[src/rtl/esc_pkg.sv]
package esc_pkg;
  localparam logic [2:0] ADDR_ES     = 3'd0;
  localparam logic [2:0] ADDR_SES_HI = 3'd1;
  localparam logic [2:0] ADDR_SES_LO = 3'd2;
  localparam logic [2:0] ADDR_BES    = 3'd3;
  localparam logic [2:0] ADDR_SEL    = 3'd4;

  localparam int EVT_W  = 16;
  localparam int NCLASS = 3;
  localparam int CLS_ES  = 0;
  localparam int CLS_SES = 1;
  localparam int CLS_BES = 2;

  typedef enum logic [1:0] {
    IVL_FULL  = 2'b00,
    IVL_HALF  = 2'b01,
    IVL_TENTH = 2'b10,
    IVL_TEST  = 2'b11
  } ivl_sel_e;
endpackage

[src/rtl/esc_timer.sv]
module esc_timer
  import esc_pkg::*;
#(
  parameter int CLK_HZ      = 125_000_000,
  parameter int TEST_CYCLES = 64
) (
  input  logic     clk_i,
  input  logic     rst_ni,
  input  ivl_sel_e sel_i,
  output logic     tick_o
);
  localparam int CW = $clog2(CLK_HZ + 1);

  logic [CW-1:0] cnt_q, lim;

  always_comb begin
    unique case (sel_i)
      IVL_FULL:  lim = CW'(CLK_HZ);
      IVL_HALF:  lim = CW'(CLK_HZ / 2);
      IVL_TENTH: lim = CW'(CLK_HZ / 10);
      default:   lim = CW'(TEST_CYCLES);
    endcase
  end

  assign tick_o = (cnt_q == lim - 1'b1);

  always_ff @(posedge clk_i or negedge rst_ni) begin
    if (!rst_ni)     cnt_q <= '0;
    else if (tick_o) cnt_q <= '0;
    else             cnt_q <= cnt_q + 1'b1;
  end

  // an interval is never a single cycle long
  a_r1_tick_single: assert property (@(posedge clk_i) disable iff (!rst_ni)
    tick_o |=> !tick_o);
endmodule

[src/rtl/esc_thresh_regs.sv]
module esc_thresh_regs
  import esc_pkg::*;
(
  input  logic             clk_i,
  input  logic             rst_ni,
  input  logic             wr_en_i,
  input  logic [2:0]       wr_addr_i,
  input  logic [7:0]       wr_data_i,
  input  logic             tick_i,
  output logic [7:0]       es_thr_o,
  output logic [EVT_W-1:0] ses_thr_o,
  output logic [7:0]       bes_thr_o,
  output ivl_sel_e         sel_o
);
  logic [7:0]       es_stg, bes_stg, ses_hi_stg;
  logic [EVT_W-1:0] ses_stg;
  ivl_sel_e         sel_stg;

  always_ff @(posedge clk_i or negedge rst_ni) begin
    if (!rst_ni) begin
      es_stg     <= '0;
      bes_stg    <= '0;
      ses_hi_stg <= '0;
      ses_stg    <= '0;
      sel_stg    <= IVL_FULL;
    end else if (wr_en_i) begin
      unique case (wr_addr_i)
        ADDR_ES:     es_stg     <= wr_data_i;
        ADDR_SES_HI: ses_hi_stg <= wr_data_i;
        ADDR_SES_LO: ses_stg    <= {ses_hi_stg, wr_data_i}; // pair commit
        ADDR_BES:    bes_stg    <= wr_data_i;
        ADDR_SEL:    sel_stg    <= ivl_sel_e'(wr_data_i[1:0]);
        default: ;
      endcase
    end
  end

  always_ff @(posedge clk_i or negedge rst_ni) begin
    if (!rst_ni) begin
      es_thr_o  <= '0;
      ses_thr_o <= '0;
      bes_thr_o <= '0;
      sel_o     <= IVL_FULL;
    end else if (tick_i) begin
      es_thr_o  <= es_stg;
      ses_thr_o <= ses_stg;
      bes_thr_o <= bes_stg;
      sel_o     <= sel_stg;
    end
  end

  // active settings move only at a boundary
  a_r7_hold: assert property (@(posedge clk_i) disable iff (!rst_ni)
    !tick_i |=> ($stable(es_thr_o) && $stable(bes_thr_o) && $stable(sel_o)));
  // the 16-bit SES threshold changes only at a boundary
  a_r8_ses_hold: assert property (@(posedge clk_i) disable iff (!rst_ni)
    !tick_i |=> $stable(ses_thr_o));
endmodule

[src/rtl/esc_tally.sv]
module esc_tally #(
  parameter int W = 16
) (
  input  logic         clk_i,
  input  logic         rst_ni,
  input  logic         clr_i,
  input  logic         inc_i,
  output logic [W-1:0] cnt_o
);
  always_ff @(posedge clk_i or negedge rst_ni) begin
    if (!rst_ni)                   cnt_o <= '0;
    else if (clr_i)                cnt_o <= '0;
    else if (inc_i && ~&cnt_o)     cnt_o <= cnt_o + 1'b1;
  end

  a_r11_clear: assert property (@(posedge clk_i) disable iff (!rst_ni)
    clr_i |=> (cnt_o == '0));
  a_r10_sat: assert property (@(posedge clk_i) disable iff (!rst_ni)
    (&cnt_o && !clr_i) |=> &cnt_o);
  a_r10_no_spurious: assert property (@(posedge clk_i) disable iff (!rst_ni)
    (!inc_i && !clr_i) |=> $stable(cnt_o));
endmodule

[src/rtl/err_sec_classifier.sv]
module err_sec_classifier
  import esc_pkg::*;
#(
  parameter int CLK_HZ      = 125_000_000,
  parameter int TEST_CYCLES = 64,
  parameter int TALLY_W     = 16
) (
  input  logic               clk_i,
  input  logic               rst_ni,
  input  logic               wr_en_i,
  input  logic [2:0]         wr_addr_i,
  input  logic [7:0]         wr_data_i,
  input  logic               evt_i,
  input  logic               clr_i,
  output logic               eoi_o,
  output logic               es_o,
  output logic               ses_o,
  output logic               bes_o,
  output logic [TALLY_W-1:0] es_cnt_o,
  output logic [TALLY_W-1:0] ses_cnt_o,
  output logic [TALLY_W-1:0] bes_cnt_o
);
  logic             tick;
  ivl_sel_e         sel;
  logic [7:0]       es_thr, bes_thr;
  logic [EVT_W-1:0] ses_thr;
  logic [EVT_W-1:0] evt_cnt_q, evt_nxt;
  logic [NCLASS-1:0] hit, flag_q;
  logic [TALLY_W-1:0] tally [NCLASS];

  esc_timer #(.CLK_HZ(CLK_HZ), .TEST_CYCLES(TEST_CYCLES)) u_timer (
    .clk_i(clk_i), .rst_ni(rst_ni), .sel_i(sel), .tick_o(tick)
  );

  esc_thresh_regs u_regs (
    .clk_i(clk_i), .rst_ni(rst_ni), .wr_en_i(wr_en_i), .wr_addr_i(wr_addr_i),
    .wr_data_i(wr_data_i), .tick_i(tick), .es_thr_o(es_thr),
    .ses_thr_o(ses_thr), .bes_thr_o(bes_thr), .sel_o(sel)
  );

  // count including an event in the boundary cycle
  assign evt_nxt = (&evt_cnt_q) ? evt_cnt_q : evt_cnt_q + {{(EVT_W-1){1'b0}}, evt_i};

  always_ff @(posedge clk_i or negedge rst_ni) begin
    if (!rst_ni)   evt_cnt_q <= '0;
    else if (tick) evt_cnt_q <= '0;
    else           evt_cnt_q <= evt_nxt;
  end

  assign hit[CLS_ES]  = (es_thr  != '0) && (evt_nxt >= {8'h00, es_thr});
  assign hit[CLS_SES] = (ses_thr != '0) && (evt_nxt >= ses_thr);
  assign hit[CLS_BES] = (bes_thr != '0) && (evt_nxt >= {8'h00, bes_thr});

  always_ff @(posedge clk_i or negedge rst_ni) begin
    if (!rst_ni) begin
      eoi_o  <= 1'b0;
      flag_q <= '0;
    end else begin
      eoi_o  <= tick;
      flag_q <= tick ? hit : '0;
    end
  end

  assign es_o  = flag_q[CLS_ES];
  assign ses_o = flag_q[CLS_SES];
  assign bes_o = flag_q[CLS_BES];

  for (genvar g = 0; g < NCLASS; g++) begin : g_tally
    esc_tally #(.W(TALLY_W)) u_tally (
      .clk_i(clk_i), .rst_ni(rst_ni), .clr_i(clr_i),
      .inc_i(tick & hit[g]), .cnt_o(tally[g])
    );
  end

  assign es_cnt_o  = tally[CLS_ES];
  assign ses_cnt_o = tally[CLS_SES];
  assign bes_cnt_o = tally[CLS_BES];

  a_r1_eoi_single: assert property (@(posedge clk_i) disable iff (!rst_ni)
    eoi_o |=> !eoi_o);
  a_r6_flag_eoi: assert property (@(posedge clk_i) disable iff (!rst_ni)
    (es_o || ses_o || bes_o) |-> eoi_o);
  a_r5_es_off: assert property (@(posedge clk_i) disable iff (!rst_ni)
    (es_thr == '0) |=> !es_o);
  a_r5_ses_off: assert property (@(posedge clk_i) disable iff (!rst_ni)
    (ses_thr == '0) |=> !ses_o);
  a_r5_bes_off: assert property (@(posedge clk_i) disable iff (!rst_ni)
    (bes_thr == '0) |=> !bes_o);
  a_r9_evt_sat: assert property (@(posedge clk_i) disable iff (!rst_ni)
    (&evt_cnt_q && !tick) |=> &evt_cnt_q);
  a_r9_evt_restart: assert property (@(posedge clk_i) disable iff (!rst_ni)
    tick |=> (evt_cnt_q == '0));
endmodule

[config.mk]
export PLATFORM = sky130hd
export DESIGN_NAME = err_sec_classifier
export DESIGN_NICKNAME = d
export VERILOG_FILES = /design/src/rtl/esc_pkg.sv /design/src/rtl/esc_timer.sv /design/src/rtl/esc_thresh_regs.sv /design/src/rtl/esc_tally.sv /design/src/rtl/err_sec_classifier.sv
export SDC_FILE = /design/constraint.sdc
export NUM_CORES = 1
export LEC_CHECK = 0
export ABC_AREA = 1
export BUFFER_PORTS_ARGS = -buffer_cell sky130_fd_sc_hd__buf_2
export CELL_PAD_IN_SITES_DETAIL_PLACEMENT = 2
export CELL_PAD_IN_SITES_GLOBAL_PLACEMENT = 2
export CORE_AREA = 3 3 172 174
export DETAILED_ROUTE_END_ITERATION = 10
export DIE_AREA = 0 0 175 177
export GPL_ROUTABILITY_DRIVEN = 0
export PLACE_DENSITY = 0.79
export SYNTH_ARGS = -nofsm -noshare
export SYNTH_HDL_FRONTEND = slang
export SYNTH_HIERARCHICAL = 1
export SYNTH_SLANG_ARGS = --single-unit
[constraint.sdc]
create_clock -name clk_i -period 4.08 [get_ports clk_i]
set_input_delay 0.204 -clock clk_i [delete_from_list [all_inputs] [get_ports clk_i]]
set_output_delay 0.204 -clock clk_i [all_outputs]
set_load 0.005 [all_outputs]
==> impl_metrics.py <==
metrics = {
    "worst_setup_path": {
        "crit_type": "flip-flop to flip-flop",
        "r2r.worst_path.cells": 20,
        "crit_chain": "inv_1 > ha_4 > inv_2 > ha_1 > xor2_1 > nand4_1 > nor2_2 > nand2_4 > clkinv_4 > inv_1 > a21oi_1 > nand2_1 > inv_1 > clkinv_1 > nor2_1 > nand3b_1 > nor2_1 > nand3_1 > nand2_1 > nor2_1",
        "crit_path_max_fanout": 15,
        "critical_path_required_ns": 4.40,
        "cp_slowest_stage_delay_ns": 0.47,
        "arrival_ns": 4.01,
        "worstSetupStartpointType": "flip-flop",
        "end_kind": "flip-flop",
        "cp_slowest_cell": "dfrtp_1",
    },
    "die": {
        "die_y_um": 177,
        "rows": 61,
        "dieArea_um2": 30980,
        "top_level_ports": 68,
        "initial_utilization_pct": 36.07,
        "die_w_um": 175,
        "core_um2": 27930,
    },
    "cells_and_area": {
        "drive_gt1_share_pct": 12.67,
        "num-nets-final": 1460,
        "final_cell_mix": "nand2_1, dfrtp_1, inv_1",
        "num-fill-cells": 3311,
        "layout_commonest_cell": "nand2_1",
        "n_antenna_cell": 0,
        "fin_area_um2": 11390,
        "area_delta_synth_final_pct": 13.00,
    },
    "timing": {
        "setup_viol": 0,
        "tightestPinTransition_ns": 0.8392,
        "clock_skew_ns": 0.01010,
        "finalHoldViolCount": 0,
        "finalMaxSlewViolations": 0,
        "max_freq_mhz": 271.2,
        "finalCritPeriodShare_pct": 90.39,
        "relSlewSlack_pct": 43.85,
        "fin_crit_ns": 3.688,
    },
    "hold_path": {
        "min_path_type": "input pin to flip-flop",
        "holdPathStages": 3,
    },
    "drt": {
        "viasPerCell": 5.045,
        "ant_nets": 0,
        "drc": 0,
        "wl_um": 31850,
        "wl_per_cell_um": 17.78,
        "firstDrtPassIters": 5,
        "vias": 9036,
        "drt_iter0_drc": 451,
    },
    "synth": {
        "synth-edff-count": 0,
        "synth_seq_area_share_pct": 42.46,
        "synthXorXnorAreaFrac_pct": 4.073,
        "synth_cell_types": 37,
        "ys.flop_type": "dfrtp_1",
        "yosysTopAreaCell": "dfrtp_1",
        "yosys_warnings": 6,
        "synthAdderAreaFrac_pct": 5.463,
        "syn-num-nets": 1396,
        "netlist_instances": 1336,
        "ys_seq_elements": 171,
        "synth_area_leaders": "dfrtp_1, nand2_1, nand3_1, inv_1, ha_1",
        "async_flop_share_pct": 100.0,
        "avgSynthCellArea_um2": 7.543,
        "yosys.area_share.simple_pct": 33.92,
        "synth_top_family_by_area": "simple AND/OR/NAND/NOR gates",
        "syn-cell-area_um2": 10080,
        "synthMuxAreaShare_pct": 0,
        "synth_top_area_share_pct": 42.46,
        "synth_compound_area_share_pct": 5.860,
    },
    "global_route": {
        "grt_use_total_pct": 20.94,
        "grt_start_max_net_pins": 94,
        "grt_pass1_wl_um": 52470,
        "grt_pass1_vias": 9905,
        "antenna_found_initial": 0,
        "overflow": 0,
    },
    "power": {
        "leakagePower_nw": 5.375,
        "power_density_nw_per_um2": 405.4,
        "finalPower_w": 0.004616,
        "ir_drop_mv": 0.3049,
    },
    "clock_network": {
        "clk_latency_ns": 0.43,
        "cts_tree": "done",
        "htree_levels": 4,
        "cts.sink_count": 171,
        "cts_setup_buffers": 0,
        "numCtsBuffers": 17,
        "cts_root_buf": "clkbuf_16",
        "clkSlewWorstSetupHoldPaths_ns": 0.07,
        "clock_path_buffers": 2,
    },
    "outcome": {
        "outcome": "finished, final reports clean",
    },
    "placed_design": {
        "port_buffers": 67,
        "detailed_place.area_um2": 10750,
        "dpl.hpwl_um": 22560,
    },
    "job": {
        "drv_cap": 0,
    },
}
[layer usage]
layer  GRT usage (%)  wire length, um  vias to the layer above
met5               0                0                        -
met4           4.688              363                        0
met3           2.746              704                       30
met2           38.10            16640                       99
met1           26.52            14150                     4534
li1                -                -                     4373
[metrics by stage]
step | std cells | worst slack [ns] | util (%) | hold WS, ns | setup TNS (ns)
final | 1791 | 0.3921 | 40.76 | 0.04651 | 0
after floorplan | 1336 | 0.6395 | - | -0.09159 | 0
after global placement | 1758 | 0.3671 | 38.47 | 0.3321 | 0
after CTS | 1791 | 0.1348 | 40.56 | 0.03019 | 0
after detailed placement | 1758 | 0.1993 | 38.47 | 0.3350 | 0
after global routing | 1791 | -0.003521 | 40.76 | 0.03655 | -0.003521
[cell usage after synthesis, types with 14 or more instances]
cell type,instances
nand3_1,114
nor2_2,22
nor2_1,126
o21ai_0,48
ha_1,44
inv_1,152
nand4_1,30
a21oi_1,51
xnor2_1,23
dfrtp_1,171
nand2_1,412
nor3_1,14
nor2_4,15
xor2_1,22
[cells by family (layout without fill, tap and decap cells)]
| family | Yosys count | after routing |
|---|---|---|
| adders and majority gates | 44 | 44 |
| xor gates and xnor gates | 46 | 46 |
| buffers and inverters | 195 | 272 |
| AOI/OAI and AO/OA | 113 | 113 |
| DFF | 171 | 171 |
| and+or+nand+nor | 767 | 767 |
[sequential cells by signal, summed over array words and instances, names as in the netlist]
signal and cells:
eoi_o 1, evt_cnt_q 16, flag_q 3, g_tally.u_tally/cnt_o 48
u_regs/bes_stg 8, u_regs/bes_thr_o 8, u_regs/es_stg 8, u_regs/es_thr_o 8
u_regs/sel_o 2, u_regs/sel_stg 2, u_regs/ses_hi_stg 8, u_regs/ses_stg 16
u_regs/ses_thr_o 16, u_timer/cnt_q 27
[where the power goes]
group | leakage [nW] | switching, W | internal, W
logic | 2.84 | 0.000649 | 0.000350
clock network | 0.275 | 0.000768 | 0.000876
registers | 2.26 | 0.000132 | 0.00184
[path summary, 6_finish.rpt]
check	startpoint	endpoint	slack (ns)
max in group asynchronous	rst_ni	u_regs/es_thr_o[5]	2.66
worst min register to register	u_timer/cnt_q[0]	u_timer/cnt_q[0]	0.47
worst max-delay path	u_regs/sel_o[0]	g_tally[2].u_tally/cnt_o[13]	0.39
min in group asynchronous	rst_ni	u_timer/cnt_q[7]	0.41
worst max register to register	u_regs/sel_o[0]	g_tally[2].u_tally/cnt_o[13]	0.39
worst min-delay path	wr_data_i[2]	u_regs/bes_stg[2]	0.05
[area by class of cell]
| cell class | count | area (um2) | area share, % |
|---|---|---|---|
| multi-input combinational | 970 | 5022 | 44.10 |
| tap | 378 | 473.0 | 4.153 |
| sequential | 171 | 4279 | 37.58 |
| inverter | 167 | 635.6 | 5.582 |
| clock inverter | 13 | 132.6 | 1.165 |
| timing repair buffer | 73 | 401.6 | 3.527 |
| clock buffer | 19 | 442.9 | 3.890 |
[worst max-delay path, delay by kind of cell (launching register included)]
kind	cells	cell delay, ns
AOI/OAI and AO/OA	1	0.14
xor gates and xnor gates	1	0.23
adders and majority gates	2	0.70
buffers and inverters	6	0.88
DFF	1	0.47
and+or+nand+nor	10	1.15
[timing repair]
action | 4_1_cts | 5_1_grt
hold buffers | 1 | 0
resized for setup | 0 | 10
setup endpoints to repair | 0 | 42
hold endpoints to repair | 78 | 0
Power figures use the tool's default switching activity.
